==> config.mk <==
export PLATFORM = sky130hd
export DESIGN_NAME = stoch_mul
export DESIGN_NICKNAME = d
export VERILOG_FILES = /design/src/rtl/stoch_mul_pkg.sv /design/src/rtl/stoch_rst_sync.sv /design/src/rtl/stoch_lfsr.sv /design/src/rtl/stoch_stream_gen.sv /design/src/rtl/stoch_ones_counter.sv /design/src/rtl/stoch_mul.sv
export SDC_FILE = /design/constraint.sdc
export NUM_CORES = 1
export LEC_CHECK = 0
export CAP_MARGIN = 20
export CORE_UTILIZATION = 45
export DETAILED_ROUTE_END_ITERATION = 10
export GPL_ROUTABILITY_DRIVEN = 0
export MAX_ROUTING_LAYER = met4
export PLACE_DENSITY_LB_ADDON = 0.1
export SLEW_MARGIN = 20
export SYNTH_ARGS = -nofsm -noshare
export SYNTH_HDL_FRONTEND = slang
export SYNTH_SLANG_ARGS = --single-unit
==> constraint.sdc <==
create_clock -name clk -period 1.8 [get_ports clk]
set_input_delay 0.27 -clock clk [delete_from_list [all_inputs] [get_ports clk]]
set_output_delay 0.27 -clock clk [all_outputs]
set_load 0.05 [all_outputs]
==> src/rtl/stoch_mul_pkg.sv <==
package stoch_mul_pkg;

  localparam int unsigned NUM_STREAMS = 2;

  typedef enum logic {
    ST_IDLE = 1'b0,
    ST_RUN  = 1'b1
  } run_state_e;

endpackage

==> src/rtl/stoch_rst_sync.sv <==
module stoch_rst_sync #(
  parameter int unsigned STAGES = 2
) (
  input  logic clk,
  input  logic rst_n,
  output logic rst_sync_n
);

  logic [STAGES-1:0] sync_q;

  always_ff @(posedge clk or negedge rst_n) begin
    if (!rst_n) sync_q <= '0;
    else        sync_q <= {sync_q[STAGES-2:0], 1'b1};
  end

  assign rst_sync_n = sync_q[STAGES-1];

endmodule

==> src/rtl/stoch_lfsr.sv <==
module stoch_lfsr #(
  parameter int unsigned        W    = 8,
  parameter logic [W-1:0]       TAPS = 8'hB8,
  parameter logic [W-1:0]       SEED = 8'h01
) (
  input  logic         clk,
  input  logic         rst_n,
  input  logic         load_i,
  input  logic         step_i,
  output logic [W-1:0] state_o
);

  logic [W-1:0] state_q;
  logic [W-1:0] state_d;
  logic         feedback;

  assign feedback = ^(state_q & TAPS);

  always_comb begin
    state_d = state_q;
    if (load_i)      state_d = SEED;
    else if (step_i) state_d = {state_q[W-2:0], feedback};
  end

  always_ff @(posedge clk or negedge rst_n) begin
    if (!rst_n) state_q <= SEED;
    else        state_q <= state_d;
  end

  assign state_o = state_q;

endmodule

==> src/rtl/stoch_stream_gen.sv <==
module stoch_stream_gen #(
  parameter int unsigned  W    = 8,
  parameter logic [W-1:0] TAPS = 8'hB8,
  parameter logic [W-1:0] SEED = 8'h01
) (
  input  logic         clk,
  input  logic         rst_n,
  input  logic         load_i,
  input  logic         step_i,
  input  logic [W-1:0] level_i,
  output logic         bit_o
);

  logic [W-1:0] rnd;

  stoch_lfsr #(.W(W), .TAPS(TAPS), .SEED(SEED)) u_lfsr (
    .clk     (clk),
    .rst_n   (rst_n),
    .load_i  (load_i),
    .step_i  (step_i),
    .state_o (rnd)
  );

  assign bit_o = (rnd < level_i);

endmodule

==> src/rtl/stoch_ones_counter.sv <==
module stoch_ones_counter #(
  parameter int unsigned CW = 9
) (
  input  logic          clk,
  input  logic          rst_n,
  input  logic          clear_i,
  input  logic          en_i,
  input  logic          inc_i,
  output logic [CW-1:0] count_o
);

  logic [CW-1:0] count_q;
  logic [CW-1:0] count_d;

  always_comb begin
    count_d = count_q;
    if (clear_i)            count_d = '0;
    else if (en_i && inc_i) count_d = count_q + 1'b1;
  end

  always_ff @(posedge clk or negedge rst_n) begin
    if (!rst_n) count_q <= '0;
    else        count_q <= count_d;
  end

  assign count_o = count_q;

endmodule

==> src/rtl/stoch_mul.sv <==
module stoch_mul
  import stoch_mul_pkg::*;
#(
  parameter int unsigned     OP_W   = 8,
  parameter logic [OP_W-1:0] TAPS_A = 8'hB8,
  parameter logic [OP_W-1:0] SEED_A = 8'h01,
  parameter logic [OP_W-1:0] TAPS_B = 8'hE1,
  parameter logic [OP_W-1:0] SEED_B = 8'hA5
) (
  input  logic            clk,
  input  logic            rst_n,
  input  logic            start_i,
  input  logic [OP_W-1:0] op_a_i,
  input  logic [OP_W-1:0] op_b_i,
  output logic            done_o,
  output logic [OP_W:0]   result_o
);

  localparam int unsigned CNT_W = OP_W + 1;
  localparam logic [NUM_STREAMS-1:0][OP_W-1:0] TAPS_ARR = {TAPS_B, TAPS_A};
  localparam logic [NUM_STREAMS-1:0][OP_W-1:0] SEED_ARR = {SEED_B, SEED_A};

  logic                              rst_core_n;
  run_state_e                        state_q, state_d;
  logic [OP_W-1:0]                   cyc_q, cyc_d;
  logic [NUM_STREAMS-1:0][OP_W-1:0]  op_in, op_q, op_d;
  logic [NUM_STREAMS-1:0]            stream_bits;
  logic                              done_q, done_d;
  logic                              accept, busy, last_cyc, prod_bit;

  stoch_rst_sync #(.STAGES(2)) u_rst_sync (
    .clk        (clk),
    .rst_n      (rst_n),
    .rst_sync_n (rst_core_n)
  );

  assign op_in    = {op_b_i, op_a_i};
  assign busy     = (state_q == ST_RUN);
  assign accept   = (state_q == ST_IDLE) && start_i;
  assign last_cyc = busy && (cyc_q == '1);

  always_comb begin
    state_d = state_q;
    op_d    = op_q;
    cyc_d   = cyc_q;
    done_d  = last_cyc;
    if (accept) begin
      state_d = ST_RUN;
      op_d    = op_in;
      cyc_d   = '0;
    end else if (busy) begin
      cyc_d = cyc_q + 1'b1;
      if (last_cyc) state_d = ST_IDLE;
    end
  end

  always_ff @(posedge clk or negedge rst_core_n) begin
    if (!rst_core_n) begin
      state_q <= ST_IDLE;
      op_q    <= '0;
      cyc_q   <= '0;
      done_q  <= 1'b0;
    end else begin
      state_q <= state_d;
      op_q    <= op_d;
      cyc_q   <= cyc_d;
      done_q  <= done_d;
    end
  end

  for (genvar g = 0; g < NUM_STREAMS; g++) begin : g_stream
    stoch_stream_gen #(
      .W    (OP_W),
      .TAPS (TAPS_ARR[g]),
      .SEED (SEED_ARR[g])
    ) u_gen (
      .clk     (clk),
      .rst_n   (rst_core_n),
      .load_i  (accept),
      .step_i  (busy),
      .level_i (op_q[g]),
      .bit_o   (stream_bits[g])
    );
  end

  assign prod_bit = &stream_bits;

  stoch_ones_counter #(.CW(CNT_W)) u_count (
    .clk     (clk),
    .rst_n   (rst_core_n),
    .clear_i (accept),
    .en_i    (busy),
    .inc_i   (prod_bit),
    .count_o (result_o)
  );

  assign done_o = done_q;

endmodule

# Word-level counts from Yosys, hierarchy flattened
# Cells that the tools add are included.
# W data, S select, Z words.
[word_totals]
regBits = 53
in_bits = 19
out_inout_bits = 10
word_cells = 34
[op_classes]
add_sub_neg = 2
n_lt_le_gt_ge = 2
eq_ne = 1
muxes = 11
bitwise_logic = 1
n_reduce_logical = 8
[ops]
columns = ["operator", "count"]
rows = [
  ["$mux W8", 6],
  ["$mux W9", 2],
  ["$lt A8 B8 Y1", 2],
  ["$reduce_xor A8 Y1", 2],
  ["$add A9 B1 Y9 const B", 1],
  ["$add A8 B1 Y8 const B", 1],
  ["$eq A8 B8 Y1 const B", 1],
  ["$reduce_bool A2 Y1", 2],
  ["$logic_and A1 B1 Y1", 3],
  ["$mux W1", 3],
  ["$reduce_and A2 Y1", 1],
  ["$not A1 Y1", 1],
]

# Longest topological paths before layout
# Gate-level depths: netlist of run 1.
[logic_depth]
depth_word = 5
mapped_depth = 7
depth_no_buf = 7

# Cells and area by module
# Synthesis of run 1 repeated with hierarchy kept, for this count alone.
[hier_totals]
hier_cells = 268
hier_area_um2 = 2717.6
[by_module_without_submodules]
columns = ["mod", "n_inst", "cells_per_inst", "area_each_um2", "seq_area_each_um2"]
rows = [
  ["stoch_mul", 1, 110, 1153.6, 650.6],
  ["stoch_ones_counter", 1, 46, 449.2, 225.2],
  ["stoch_lfsr (g_stream[1].u_gen.u_lfsr)", 1, 29, 360.3, 205.2],
  ["stoch_stream_gen", 2, 25, 176.4, 0.0],
  ["stoch_lfsr (g_stream[0].u_gen.u_lfsr)", 1, 30, 347.8, 201.4],
  ["stoch_rst_sync", 1, 3, 53.8, 50.0],
]

# Least setup slack after synthesis of run 1
# OpenSTA, ideal clock, no wires.
[synth_timing]
path_type = "register to register"
from = "reg g_stream[1].u_gen.u_lfsr.state_q[7]"
to = "reg u_count.count_q[4], in the netlist u_count.count_o[4]"
arrival_time_ns = 1.887
slack_ns = -0.165
path_stages_with_launch = 7
synth_period_minus_slack_ns = 1.965
path_cell_list = "dfstp_2 -> ha_1 -> a22oi_1 -> and3_1 -> o211ai_4 -> or4_1 -> a21oi_1"
[synth_via]
elab_chain_len = 4
[synth_rtl]
columns = ["element", "line", "text"]
rows = [
  ["start: declaration", "stoch_lfsr.sv:13", "logic [W-1:0] state_q;"],
  ["start signal: assignment", "stoch_lfsr.sv:27", "else state_q <= state_d;"],
  ["$lt A8 B8 Y1", "stoch_stream_gen.sv:24", "assign bit_o = (rnd < level_i);"],
  ["$reduce_and A2 Y1", "stoch_mul.sv:86", "assign prod_bit = &stream_bits;"],
  ["$logic_and A1 B1 Y1", "stoch_ones_counter.sv:18", "else if (en_i && inc_i) count_d = count_q + 1'b1;"],
  ["$reduce_bool A2 Y1 (no source line)", "-", ""],
  ["end signal: assignment", "stoch_ones_counter.sv:23", "else count_q <= count_d;"],
  ["end: declaration", "stoch_ones_counter.sv:12", "logic [CW-1:0] count_q;"],
]
# No other way between the ends.
# A chain may end at the register's enable or synchronous reset.

# Final worst setup path of run 1
[layout_timing]
from = "reg g_stream[1].u_gen.u_lfsr.state_q[7]"
to = "reg u_count.count_q[5], in the netlist u_count.count_o[5]"
# The elaborated chain is that of the path after synthesis.

==> metrics.txt, run 1 <==
status=complete, but fails checks; violated checks=negative setup slack; drt drc=0; Clock Tree Buf Depth=2; fin util=64.1%; RSZ-0062 raised after global routing=yes; CP endpoint kind=flop; kind of cell adding the most delay to the critical path=compound AO/OA/AOI/OAI gates; Worst EP arrival=2.11 ns; Starting Density=47.3%; IO Pins=29; Max-cap violations=0; simple-gate portion of the synthesized area=19.3%; sw power=0.00243 W; cell area after synthesis=2640 µm²; placed insts=392; Levels on crit path=7; fraction of layout instances using a drive strength above 1=29.2%; largest family of logic cells by synthesized area=simple AND/OR/NAND/NOR gates; Final period util=106%; switching part of the total=39.1%; Die ar.=6170 µm²; Ys Warns=0; Clk pin slew, worst setup/hold paths=0.10 ns; clk_lat worst skew=0.31 ns; Yosys cell types=40; WL/cell=14.1 µm; Peak VDD IR=862 µV; CP required=2.00 ns; critical path's slowest cell=dfstp_2; All-Layer GR Usage=20.5%; vias in the first global route=1994; Post-Synth Adder-Cell Area=7.59%; critical path cell sequence=ha_4, nand2_2, a211o_1, o211ai_4, buf_6, nor3_1, a211o_1; fin crit period=1.91 ns; Diodes inserted=0; first-pass GRT wire length=9290 µm; Yosys reg bits=53; Fin. Hold Viols=0; final count of negative-setup-slack endpoints=8; core box area=5570 µm²; Final #Nets=370; Final Instance Count excl. Fillers=408; Flop pwr share=33.6%; clk sink count=53; P_int=0.00378 W; drt pass-1 iters=4; CP max stage delay=0.57 ns; H-tree Lvls=2; Root Driver=clkbuf_8; pwr/cell area=1740 nW/µm²; Syn Inst Count=271; area delta synth->final=35.5%; row count=27; Synth Area in Compound Gates=14.7%; First DRT Iteration DRCs=124; Reg2Reg Depth=7; Leak=1.58 nW; XOR/XNOR Fraction of Synth Area=1.99%; CTS tree=built; flip-flop and latch area=1330 µm²; most common cell type on the critical path=a211o_1; routed vias/inst=5.09; die width=78.6 µm; IO buf count=28; DR vias=2075; Post-CTS Hold Buffers=0; max-slew violations=0; Hold Worst Slack=0.111 ns; logic gate share of total power=54.6%; Clock power frac=11.8%; dpl hpwl=3870 µm; final setup TNS=-0.654 ns; total congestion overflow=0; CP startpoint kind=flop; sequential share of the synthesized area=50.5%; Multi-input gate area=1420 µm²; Detail Route Antenna Nets=0; Buf/Inv on CP=1; clk_skew=0.0114 ns; pin count of the biggest net entering global routing=52; proportion of synthesized area in mux cells=2.37%; syn_nets=306; slack of the critical path=-0.108 ns; Max Freq=524 MHz; DIE HEIGHT=78.6 µm; initial antenna violation count=0; # fillers=461; total power=0.00621 W; Critical Path Fanout Max=4; CTS Buf Count=5; DRT Wirelength=5770 µm; critical path class=flop to flop; syn avg cell area=9.74 µm²; Worst Hold Class=primary input to async pin
==> worst reg2reg max path: cells and delay by family (launching register included) <==
kind	cells	cell delay (ns)
flops	1	0.57
compound gates	3	0.82
fa+ha+maj	1	0.15
simple gates	2	0.11
buf+inv	1	0.15
==> cells in the mapped netlist <==
| cell type | n | area share (%) |
|---|---|---|
| a21o_1 | 2 | 0.57 |
| xnor2_1 | 5 | 1.7 |
| a211oi_1 | 2 | 0.57 |
| and3_1 | 4 | 0.95 |
| ha_1 | 16 | 7.6 |
| a22o_1 | 1 | 0.33 |
| or4_1 | 1 | 0.28 |
| nand4_1 | 5 | 1.2 |
| dfstp_2 | 5 | 5.0 |
| nor2_1 | 10 | 1.4 |
| o211ai_1 | 1 | 0.28 |
| o31ai_1 | 2 | 0.57 |
| a22oi_1 | 1 | 0.28 |
| nor3_1 | 4 | 0.76 |
| nor2b_1 | 2 | 0.47 |
| o211a_1 | 1 | 0.38 |
| or2_2 | 2 | 0.47 |
| o211ai_4 | 1 | 0.81 |
| nand3_1 | 9 | 1.7 |
| mux2i_1 | 4 | 1.5 |
| mux2_2 | 2 | 0.85 |
| a21oi_1 | 6 | 1.1 |
| dfrtp_1 | 48 | 46 |
| nand2b_4 | 1 | 0.52 |
| xor2_1 | 1 | 0.33 |
| o22a_2 | 1 | 0.38 |
| a211o_1 | 3 | 1.0 |
| nor4_1 | 2 | 0.47 |
| clkbuf_1 | 9 | 1.3 |
| conb_1 | 1 | 0.14 |
| inv_1 | 15 | 2.1 |
| nand2b_1 | 12 | 2.8 |
| o21a_1 | 2 | 0.57 |
| and2_1 | 1 | 0.24 |
| a2111oi_4 | 1 | 1.0 |
| o21ai_0 | 33 | 6.3 |
| nand2_1 | 52 | 7.4 |
| nor3b_1 | 1 | 0.28 |
| a2111oi_2 | 1 | 0.57 |
| or3_1 | 1 | 0.24 |
==> placed cells by master, fill, tap and decap left out, types with 3 or more instances in the layout <==
cell	Yosys	final
ha_1	16	9
buf_6	0	5
nand2_1	52	51
buf_4	0	40
and3_1	4	3
a211o_1	3	3
o21ai_0	33	31
nand4_1	5	5
inv_1	15	11
clkbuf_8	0	6
ha_4	0	6
clkdlybuf4s50_1	0	19
a21oi_1	6	3
inv_2	0	4
mux2i_1	4	4
nand3_1	9	9
nand2b_1	12	12
dfstp_2	5	5
dfrtp_1	48	47
nor2_1	10	9
xnor2_1	5	5
==> registers in the layout (all words and copies together), names as in the netlist <==
| register | cells |
|---|---|
| g_stream.u_gen.u_lfsr.state_o | 16 |
| busy | 1 |
| u_count.count_o | 9 |
| u_rst_sync.sync_q | 2 |
| cyc_q | 8 |
| done_o | 1 |
| op_q | 16 |
==> worst paths after layout <==
path                                                                 startpoint                                               to  slack [ns]
worst max-delay path            g_stream[1].u_gen.u_lfsr.state_o[7]$_DFFE_PN1P_                   u_count.count_o[5]$_DFFE_PN0P_       -0.11
worst min-delay path                                                      rst_n                   u_rst_sync.sync_q[1]$_DFF_PN0_        0.11
worst max register to register  g_stream[1].u_gen.u_lfsr.state_o[7]$_DFFE_PN1P_                   u_count.count_o[5]$_DFFE_PN0P_       -0.11
worst min register to register                   u_rst_sync.sync_q[1]$_DFF_PN0_  g_stream[0].u_gen.u_lfsr.state_o[4]$_DFFE_PN0P_        0.26
max in group asynchronous                        u_rst_sync.sync_q[1]$_DFF_PN0_  g_stream[1].u_gen.u_lfsr.state_o[7]$_DFFE_PN1P_        1.26
min in group clk                                 u_rst_sync.sync_q[0]$_DFF_PN0_                   u_rst_sync.sync_q[1]$_DFF_PN0_        0.36
==> through the flow <==
| stage | instance area [µm²] | setup slack, ns |
|---|---|---|
| global route | 3570 | -0.175 |
| detailed placement | 3230 | -0.127 |
| floorplan | 2680 | -0.0210 |
| CTS | 3480 | -0.120 |
| global placement | 3230 | -0.0815 |
| finish | 3570 | -0.108 |
==> layer usage <==
metal,up-vias,wire length [µm],share of wire (%),track usage (%)
li1,1061,-,-,-
met1,984,2910,50,28.9
met2,25,2630,46,29.4
met3,5,173,3.0,3.72
met4,0,56,0.97,7.41
met5,-,0,0,-
==> repair_timing <==
item / CTS / global route
gates resized for setup: 22 / 16
setup endpoints to repair: 10 / 13
setup buffers: 4 / 4
cloned: 0 / 0
endpoints found under the hold margin: 0 / 0
pin swaps: 16 / 12
==> power groups by stage <==
stage	combinational, W	sequential [W]	clock [W]
after global placement	0.00262	0.00205	0
after detailed placement	0.00269	0.00206	0
after global routing	0.00370	0.00214	0.000817
final	0.00339	0.00209	0.000732
after CTS	0.00309	0.00207	0.000755
after floorplan	0.00150	0.00226	0
==> kinds of logic (layout without fill, tap and decap cells) <==
| logic type | after synthesis | after routing |
|---|---|---|
| flip-flops | 53 | 53 |
| XOR/XNOR | 6 | 6 |
| buffers and inverters | 24 | 89 |
| multiplexers | 6 | 6 |
| adder cells (fa/ha/maj) | 16 | 16 |
| AND/OR/NAND/NOR | 107 | 107 |
| other | 1 | 1 |
| AO/OA/AOI/OAI | 58 | 58 |
==> final cells by class <==
type / instances / area share, %
clock inverter: 2 / 0.490
multi-input combinational: 194 / 39.7
tap: 72 / 2.52
sequential: 53 / 37.3
inverter: 15 / 1.58
clock buffer: 6 / 2.31
timing repair buffer: 66 / 16.1
No activity file was read; power rests on OpenSTA's default activity.
==> run 2, diff against run 1 <==
--- a/config.mk
+++ b/config.mk
@@ -6,11 +6,12 @@
 export NUM_CORES = 1
 export LEC_CHECK = 0
 export CAP_MARGIN = 20
-export CORE_UTILIZATION = 45
+export CORE_UTILIZATION = 50
 export DETAILED_ROUTE_END_ITERATION = 10
 export GPL_ROUTABILITY_DRIVEN = 0
 export MAX_ROUTING_LAYER = met4
 export PLACE_DENSITY_LB_ADDON = 0.1
+export SETUP_SLACK_MARGIN = 0.5
 export SLEW_MARGIN = 20
 export SYNTH_ARGS = -nofsm -noshare
 export SYNTH_HDL_FRONTEND = slang
==> run 2 against run 1 <==
  * The flow still finishes with violations (negative setup slack)
  * Routed wire length rose by 3.4%
  * Worst hold slack got worse by 0.0034 ns
  * Largest power group unchanged
  * Final cell count fell by 1.5%
  * Largest cell class unchanged
==> metrics.txt, run 2 (same netlist as run 1, synthesis figures left out) <==
Peak VDD IR=842 µV; status=complete, but fails checks; Final Instance Count excl. Fillers=402; initial antenna violation count=0; critical path cell sequence=ha_4, nand2_2, a211o_1, o211ai_4, buf_6, nor4_2, a211o_1; IO Pins=29; fraction of layout instances using a drive strength above 1=34.3%; Root Driver=clkbuf_8; IO buf count=28; Detail Route Antenna Nets=0; CTS tree=built; drt drc=0; vias in the first global route=2001; slack of the critical path=-0.0505 ns; Starting Density=51.7%; First DRT Iteration DRCs=109; violated checks=negative setup slack; DR vias=2100; Buf/Inv on CP=1; most common cell after layout, fill and taps aside=nand2_1; RSZ-0062 raised after global routing=yes; finished layout cell area=3660 µm²; Final period util=103%; critical path's slowest cell=dfstp_2; most common cell type on the critical path=a211o_1; pin count of the biggest net entering global routing=22; WL/cell=14.8 µm; clk sink count=53; Critical Path Fanout Max=7; All-Layer GR Usage=24.0%; critical path class=flop to flop; Diodes inserted=0; CP endpoint kind=flop; max-slew violations=0; dpl hpwl=4080 µm; core box area=5110 µm²; row count=26; Die ar.=5570 µm²; pwr/cell area=1730 nW/µm²; Max Freq=540 MHz; flip-flop and latch area=1340 µm²; CP max stage delay=0.56 ns; kind of cell adding the most delay to the critical path=compound AO/OA/AOI/OAI gates; Final #Nets=366; Fin. Hold Viols=0; leading cell types in the layout, fill and taps excluded=46 x nand2_1, 44 x dfrtp_1, 35 x buf_4, 25 x o21ai_0, 17 x clkdlybuf4s50_1; Multi-input gate area=1470 µm²; CTS Buf Count=5; DIE HEIGHT=74.6 µm; area delta synth->final=38.7%; Worst EP arrival=2.05 ns; first-pass GRT wire length=9560 µm; total congestion overflow=0; Max-cap violations=0; Clock Tree Buf Depth=2; drt pass-1 iters=4; final setup TNS=-0.176 ns; Clk pin slew, worst setup/hold paths=0.10 ns; placed insts=387; DRT Wirelength=5970 µm; final count of negative-setup-slack endpoints=5; Leak=1.61 nW; Placement Cell Area=3250 µm²; clk_skew=0.00504 ns; routed vias/inst=5.22; CP required=2.00 ns; fin crit period=1.85 ns; clk_lat worst skew=0.31 ns; # fillers=388; die width=74.6 µm; Worst Hold Class=primary input to async pin; CP startpoint kind=flop; H-tree Lvls=2
==> run 2: cell types whose count changed in the layout (fill, tap and decap cells not counted), sizes merged <==
cell	change
dlymetal6s2s	+1
dlygate4sd2	-1
buf	-3
bufinv	+2
clkdlybuf4s50	-2
clkbuf	-1
inv	-1
bufbuf	+1
==> run 2: area by class of cell <==
type / count / area share (%)
Timing Repair Buffer: 62 / 15.7
Clock buffer: 5 / 1.88
Sequential cell: 53 / 36.5
Inverter: 15 / 1.54
Multi-Input combinational cell: 194 / 40.2
Clock inverter: 3 / 1.78
Tap cell: 70 / 2.39
==> run 2: metal layers <==
layer  global-route usage [%]  vias to the layer above  part of all wire (%)
met5                        -                        -                     0
met4                     7.55                        0                   1.6
met3                     4.02                        9                   2.7
met2                     37.5                       31                    48
met1                     32.1                     1011                    48
li1                         -                     1049                     -
==> run 2: report_power, final <==
group / total, W / leakage, nW / internal [W] / switching [W]
Clock: 0.000956 / 0.0681 / 0.000552 / 0.000404
Sequential: 0.00211 / 0.625 / 0.00172 / 0.000392
Combinational: 0.00326 / 0.912 / 0.00164 / 0.00162
Total: 0.00633 / 1.61 / 0.00391 / 0.00242
==> run 2: final timing paths <==
kind                       slack [ns]  cells after the start                                             from                                         endpoint
setup reg to reg                -0.05                      7  g_stream[1].u_gen.u_lfsr.state_o[7]$_DFFE_PN1P_                   u_count.count_o[3]$_DFFE_PN0P_
hold reg to reg                  0.22                      0                   u_rst_sync.sync_q[1]$_DFF_PN0_                   u_count.count_o[8]$_DFFE_PN0P_
hold / removal                   0.11                      1                                            rst_n                   u_rst_sync.sync_q[0]$_DFF_PN0_
min in group clk                 0.30                      2                                          start_i                             cyc_q[1]$_DFFE_PN0P_
setup / recovery                -0.05                      7  g_stream[1].u_gen.u_lfsr.state_o[7]$_DFFE_PN1P_                   u_count.count_o[3]$_DFFE_PN0P_
max in group asynchronous        0.90                      1                   u_rst_sync.sync_q[1]$_DFF_PN0_  g_stream[1].u_gen.u_lfsr.state_o[2]$_DFFE_PN1P_
==> run 2: repair_timing <==
item	CTS	global route
gates resized for setup	33	32
pin swaps	15	3
endpoints found under the setup margin	34	34
hold buffers	0	0
buffers inserted	3	3
endpoints found under the hold margin	0	0
gates cloned	1	0
==> run 2: through the flow <==
stage	utilization, %	worst slack [ns]	power [W]	hold slack (ns)
6_report	71.7	-0.0505	0.00633	0.107
5_1_grt	71.7	-0.115	0.00675	0.106
4_1_cts	69.3	-0.0312	0.00608	0.101
3_5_place_dp	63.7	-0.0442	0.00482	0.229
3_3_place_gp	63.7	-0.0160	0.00471	0.231
2_1_floorplan	-	0.00854	0.00391	-0.0256
